$ cat src/rtl/sysctl_regbank.sv
module sysctl_regbank #(
  parameter int          NUM_PADS   = 54,
  parameter logic [15:0] LOCK_KEY   = 16'h767B,
  parameter logic [15:0] UNLOCK_KEY = 16'hDF0D
) (
  input  logic        clk,
  input  logic        rst_n,
  input  logic        bus_sel,
  input  logic        bus_we,
  input  logic [11:0] bus_addr,
  input  logic [31:0] bus_wdata,
  output logic [31:0] bus_rdata,
  output logic        bus_err,
  input  logic [31:0] pll_stat_i,
  input  logic [31:0] boot_mode_i,
  input  logic [31:0] id_code_i,
  input  logic [31:0] ddr_cmd_stat_i,
  input  logic [31:0] ddr_dfi_stat_i,
  output logic        soft_rst_req_o
);

  localparam int PAD_IW = (NUM_PADS > 1) ? $clog2(NUM_PADS) : 1;
  localparam int NUM_PLL = 3;

  localparam logic [9:0] I_SCR  = 10'd0;
  localparam logic [9:0] I_LOCK = 10'd1;
  localparam logic [9:0] I_UNLK = 10'd2;
  localparam logic [9:0] I_LSTA = 10'd3;
  localparam logic [9:0] I_PLL0 = 10'd64;
  localparam logic [9:0] I_PSTA = 10'd67;
  localparam logic [9:0] I_RCTL = 10'd128;
  localparam logic [9:0] I_RRSN = 10'd148;
  localparam logic [9:0] I_BOOT = 10'd151;
  localparam logic [9:0] I_ID   = 10'd332;
  localparam logic [9:0] I_CAL  = 10'd387;
  localparam logic [9:0] I_REF  = 10'd389;
  localparam logic [9:0] I_CMDS = 10'd390;
  localparam logic [9:0] I_DFIS = 10'd391;
  localparam logic [9:0] I_PAD0 = 10'd448;
  localparam logic [9:0] I_PADE = I_PAD0 + 10'(NUM_PADS);

  typedef enum logic [1:0] {ACC_NONE, ACC_RW, ACC_RO, ACC_WO} acc_e;

  logic [9:0]  idx;
  acc_e        cls;
  logic        is_pad, is_pll;
  logic [PAD_IW-1:0] pad_i;
  logic [1:0]  pll_i;

  logic        locked;
  logic        scratch;
  logic [31:0] pll_q [NUM_PLL];
  logic [31:0] rctl_q, rrsn_q;
  logic [31:0] pad_q [NUM_PADS];

  logic        wr_legal, wr_store;

  assign idx    = bus_addr[11:2];
  assign is_pad = (idx >= I_PAD0) && (idx < I_PADE);
  assign is_pll = (idx >= I_PLL0) && (idx < I_PLL0 + 10'(NUM_PLL));
  assign pad_i  = PAD_IW'(idx - I_PAD0);
  assign pll_i  = 2'(idx - I_PLL0);

  function automatic logic [31:0] pad_reset(int i);
    return (i >= 2 && i <= 8) ? 32'h0000_0601 : 32'h0000_1601;
  endfunction

  always_comb begin
    if (is_pad || is_pll) cls = ACC_RW;
    else begin
      case (idx)
        I_SCR, I_RCTL, I_RRSN:                  cls = ACC_RW;
        I_LOCK, I_UNLK, I_CAL, I_REF:           cls = ACC_WO;
        I_LSTA, I_PSTA, I_BOOT, I_ID,
        I_CMDS, I_DFIS:                         cls = ACC_RO;
        default:                                cls = ACC_NONE;
      endcase
    end
  end

  assign bus_err  = bus_sel && ((cls == ACC_NONE) ||
                                ( bus_we && cls == ACC_RO) ||
                                (!bus_we && cls == ACC_WO));
  assign wr_legal = bus_sel && bus_we && !bus_err;
  assign wr_store = wr_legal && cls == ACC_RW && (!locked || idx == I_SCR);

  always_ff @(posedge clk or negedge rst_n) begin
    if (!rst_n) locked <= 1'b1;
    else if (wr_legal && idx == I_LOCK && bus_wdata[15:0] == LOCK_KEY) locked <= 1'b1;
    else if (wr_legal && idx == I_UNLK && bus_wdata[15:0] == UNLOCK_KEY) locked <= 1'b0;
  end

  always_ff @(posedge clk or negedge rst_n) begin
    if (!rst_n) begin
      scratch        <= 1'b0;
      rctl_q         <= '0;
      rrsn_q         <= 32'h0000_0040;
      soft_rst_req_o <= 1'b0;
      for (int k = 0; k < NUM_PLL; k++) pll_q[k] <= 32'h0001_A008;
    end else begin
      soft_rst_req_o <= wr_store && idx == I_RCTL && bus_wdata[0];
      if (wr_store) begin
        if (idx == I_SCR)  scratch <= bus_wdata[0];
        if (idx == I_RCTL) rctl_q  <= bus_wdata;
        if (idx == I_RRSN) rrsn_q  <= bus_wdata;
        if (is_pll)        pll_q[pll_i] <= bus_wdata;
      end
    end
  end

  for (genvar g = 0; g < NUM_PADS; g++) begin : g_pad
    always_ff @(posedge clk or negedge rst_n) begin
      if (!rst_n) pad_q[g] <= pad_reset(g);
      else if (wr_store && is_pad && pad_i == PAD_IW'(g)) pad_q[g] <= bus_wdata;
    end
  end

  always_comb begin
    bus_rdata = '0;
    if (is_pad)      bus_rdata = pad_q[pad_i];
    else if (is_pll) bus_rdata = pll_q[pll_i];
    else begin
      case (idx)
        I_SCR:  bus_rdata = {31'b0, scratch};
        I_LSTA: bus_rdata = {31'b0, locked};
        I_PSTA: bus_rdata = pll_stat_i;
        I_RCTL: bus_rdata = rctl_q;
        I_RRSN: bus_rdata = rrsn_q;
        I_BOOT: bus_rdata = boot_mode_i;
        I_ID:   bus_rdata = id_code_i;
        I_CMDS: bus_rdata = ddr_cmd_stat_i;
        I_DFIS: bus_rdata = ddr_dfi_stat_i;
        default: bus_rdata = '0;
      endcase
    end
  end

endmodule

$ cat config.mk
export PLATFORM = sky130hd
export DESIGN_NAME = sysctl_regbank
export DESIGN_NICKNAME = d
export VERILOG_FILES = /design/src/rtl/sysctl_regbank.sv
export SDC_FILE = /design/constraint.sdc
export NUM_CORES = 2
export LEC_CHECK = 0
export BUFFER_PORTS_ARGS = -buffer_cell sky130_fd_sc_hd__buf_2
export CAP_MARGIN = 20
export CORE_MARGIN = 3
export CORE_UTILIZATION = 55
export DETAILED_ROUTE_END_ITERATION = 7
export PLACE_DENSITY = 0.72
export SLEW_MARGIN = 15
export SYNTH_ARGS = -nofsm -noshare
export SYNTH_HDL_FRONTEND = slang
export SYNTH_SLANG_ARGS = --single-unit
$ cat constraint.sdc
create_clock -name clk -period 7.6 [get_ports clk]
set_input_delay 0.76 -clock clk [delete_from_list [all_inputs] [get_ports clk]]
set_output_delay 0.76 -clock clk [all_outputs]
set_load 0.05 [all_outputs]
==> flow_summary.json <==
{
  "finalSetupViolations": 0,
  "grt_pass1_wl_um": 379000,
  "cts_buffers": 195,
  "track_usage_pct": 31.4,
  "die_w_um": 407,
  "start_util_pct": 55.6,
  "critPathMaxStageDelay_ns": 0.73,
  "status": "finished clean",
  "drv_cap": 0,
  "die_y_um": 407,
  "r2r.worst_path.cells": 4,
  "peakVddDrop_mv": 0.250,
  "first_global_vias": 55400,
  "nets": 6168,
  "final-hold-violation-count": 0,
  "syn-cell-area_um2": 88300,
  "cts_resized": 0,
  "grt-ovfl-total": 0,
  "r2r-end": "pad_q[1158]$_DFFE_PN0P_",
  "hold_path.class": "primary input to register",
  "cts.sinks": 1891,
  "cts_root_buffer": "clkbuf_16",
  "crit_path_start_kind": "primary input",
  "ys_seq_area_share_pct": 53.9,
  "drt-total-wl_um": 259000,
  "rows": 146,
  "gp_congestion": 0.969,
  "fmax_mhz": 172,
  "rsz0062_at_grt": "false",
  "skew_ns": 0.0205,
  "ctsLongestPathBuffers": 3,
  "whs_path_depth": 2,
  "grt_max_degree": 196,
  "via_per_inst": 6.61,
  "core_um2": 159000,
  "synth-main-ff-cell": "dfrtp_1",
  "drive_gt1_share_pct": 52.5,
  "drtIter0Drc": 5666,
  "path_buf_inv": 5,
  "drtAntennaViolNets": 0,
  "path_max_fanout": 63,
  "place_hpwl_um": 156000,
  "synth_cells": 5919,
  "crit_top_cell": "buf_4",
  "synth_fp_nets": 6127,
  "wl_per_cell_um": 31.5,
  "clk_pin_slew_ns": 0.06,
  "min_period_ns": 5.80,
  "p_per_area_nw_per_um2": 219,
  "synthDistinctLibCells": 68,
  "min_period_over_period_pct": 76.3,
  "async_reset_ff_share_pct": 100,
  "min_from": "bus_wdata[15]",
  "slowest_stage": "a211oi_1",
  "clk_latency_ns": 0.83,
  "dieArea_um2": 165000,
  "synth_edf_count": 0,
  "yosysWarnings": 0,
  "cts_setup_buffers": 0,
  "end_kind": "primary output",
  "worst_slew_pin_slew_ns": 1.19,
  "route.vias.total": 54300,
  "syn_area_per_cell_um2": 14.9,
  "cp_top_family": "buffers and inverters",
  "cp.required_ns": 6.84,
  "total_power_mw": 21.5,
  "fin_hold_ws_ns": 0.429,
  "pin_count": 242,
  "holdPathEnd": "pad_q[847]$_DFFE_PN0P_",
  "area_growth_syn_to_layout_pct": 11.1,
  "r2r_slack_ns": 4.77,
  "drc": 0,
  "worstReg2RegStart": "locked$_DFFE_PN1P_",
  "setup_tns_ns": 0,
  "antenna_found_initial": 17,
  "finalMaxSlewViolations": 0,
  "h-tree-depth": 4,
  "tritoncts": "built",
  "yosys_register_bits": 1891,
  "path_class": "primary input to primary output",
  "worstPathCellList": "buf_8 -> buf_4 -> buf_4 -> mux4_2 -> mux4_2 -> a211oi_1 -> buf_4 -> a31oi_1 -> buf_2",
  "port_buffers": 239,
  "hold_buffers": 1,
  "cp.arrival_ns": 5.04,
  "dr.pass1.iters": 5,
  "slew_headroom_pct": 20.3,
  "p_leak_nw": 47.1
}
## power by group
group	total [mW]	internal, mW	leakage [nW]	switching, mW
Clock	10.0	5.92	3.32	4.11
Sequential	10.2	10.1	25.6	0.0337
Combinational	1.28	0.344	18.2	0.940
Total	21.5	16.4	47.1	5.08
## worst register-to-register path: stages, from the launching register on
cell and delay [ns]:
dfstp_2 0.42, a211o_4 0.66, nor3_4 0.71, buf_4 0.50
mux2_2 0.42
## layer usage
| layer | share of wire [%] | routed length (um) | GRT usage (%) | up-vias |
|---|---|---|---|---|
| li1 | - | - | - | 22200 |
| met1 | 42 | 109000 | 45.0 | 29500 |
| met2 | 45 | 117000 | 46.7 | 2147 |
| met3 | 8.0 | 20600 | 6.57 | 496 |
| met4 | 4.5 | 11500 | 13.1 | 6 |
| met5 | 0.017 | 44 | 0 | - |
## Yosys cell counts, types with 3 or more instances
cell type	count	share of area [%]
mux2_1	100	1.3
nand3_2	8	0.091
a22oi_1	155	1.3
o211ai_1	7	0.060
nand3_1	46	0.26
buf_4	96	0.82
dfstp_2	223	6.6
a211o_1	4	0.040
nand4_1	7	0.050
mux2i_1	277	3.1
and2_1	6	0.043
a32o_1	3	0.034
or3_1	7	0.050
a2111oi_0	10	0.099
o21ai_0	81	0.46
buf_2	136	0.77
a32oi_1	4	0.040
nor2b_1	19	0.13
o221ai_1	16	0.16
a21boi_0	3	0.026
buf_1	39	0.17
o22ai_1	44	0.31
a31oi_1	25	0.18
mux2_2	1806	23
clkbuf_1	324	1.4
nand2b_1	15	0.11
nor2_1	66	0.28
dfrtp_1	1668	47
nor4_1	11	0.078
nor3_2	6	0.068
a211oi_1	31	0.26
mux4_2	352	9.0
or2_2	4	0.028
a21oi_1	78	0.44
nor3_1	37	0.21
nor3_4	30	0.55
nand2_1	102	0.43
a221oi_1	26	0.26
a22o_1	4	0.040
a222oi_1	6	0.068
## area by class of cell
| cell class | instances | area [um2] |
|---|---|---|
| tap | 2072 | 2590 |
| inverter | 1 | 3.75 |
| fill | 11800 | 60800 |
| antenna | 4 | 10.0 |
| sequential | 1891 | 47600 |
| clock inverter | 63 | 970 |
| timing repair buffer | 441 | 2970 |
| multi-input combinational | 3430 | 38100 |
| clock buffer | 306 | 5840 |
## worst max path at each step
| stage | depth (start not counted) | slack [ns] | startpoint | end |
|---|---|---|---|---|
| global route | 9 | 1.58 | bus_addr[2] | bus_rdata[13] |
| CTS | 9 | 1.70 | bus_addr[2] | bus_rdata[13] |
| detailed placement | 9 | 1.73 | bus_addr[2] | bus_rdata[13] |
| finish | 9 | 1.80 | bus_addr[2] | bus_rdata[13] |
| floorplan | 10 | 3.30 | bus_addr[2] | bus_rdata[8] |
| global placement | 9 | 1.75 | bus_addr[2] | bus_rdata[13] |
## through the flow
step                setup slack, ns  utilization [%]  std cells  instance area, um2
global route                   1.58             61.7       8204               98100
global placement               1.75             57.4       7832               91300
CTS                            1.70             61.7       8203               98100
floorplan                      3.30                -       5919               88300
finish                         1.80             61.7       8208               98100
detailed placement             1.73             57.4       7833               91300
## sequential cells by signal (all words and copies together), names as in the netlist
register / count
pad_q: 1728
pll_q: 96
rctl_q: 32
rrsn_q: 32
locked: 1
scratch: 1
soft_rst_req_o: 1
## cell usage in the layout, fill, tap and decap left out, types with 155 or more instances in the layout
master,count
mux2_2,1806
dfrtp_1,1668
mux4_2,352
mux2i_1,277
buf_2,234
dfstp_2,223
clkbuf_16,196
buf_4,184
a22oi_1,155
## cells by family after synthesis
logic type | Yosys count | share of synthesized area [%]
AO/OA/AOI/OAI | 507 | 3.89
XOR/XNOR | 1 | 0.00992
adder cells (fa/ha/maj) | 1 | 0.0113
buffers and inverters | 598 | 3.16
flip-flops | 1891 | 53.9
multiplexers | 2535 | 36.4
AND/OR/NAND/NOR | 386 | 2.61
Note: power is estimated with default switching activity, not from simulation.
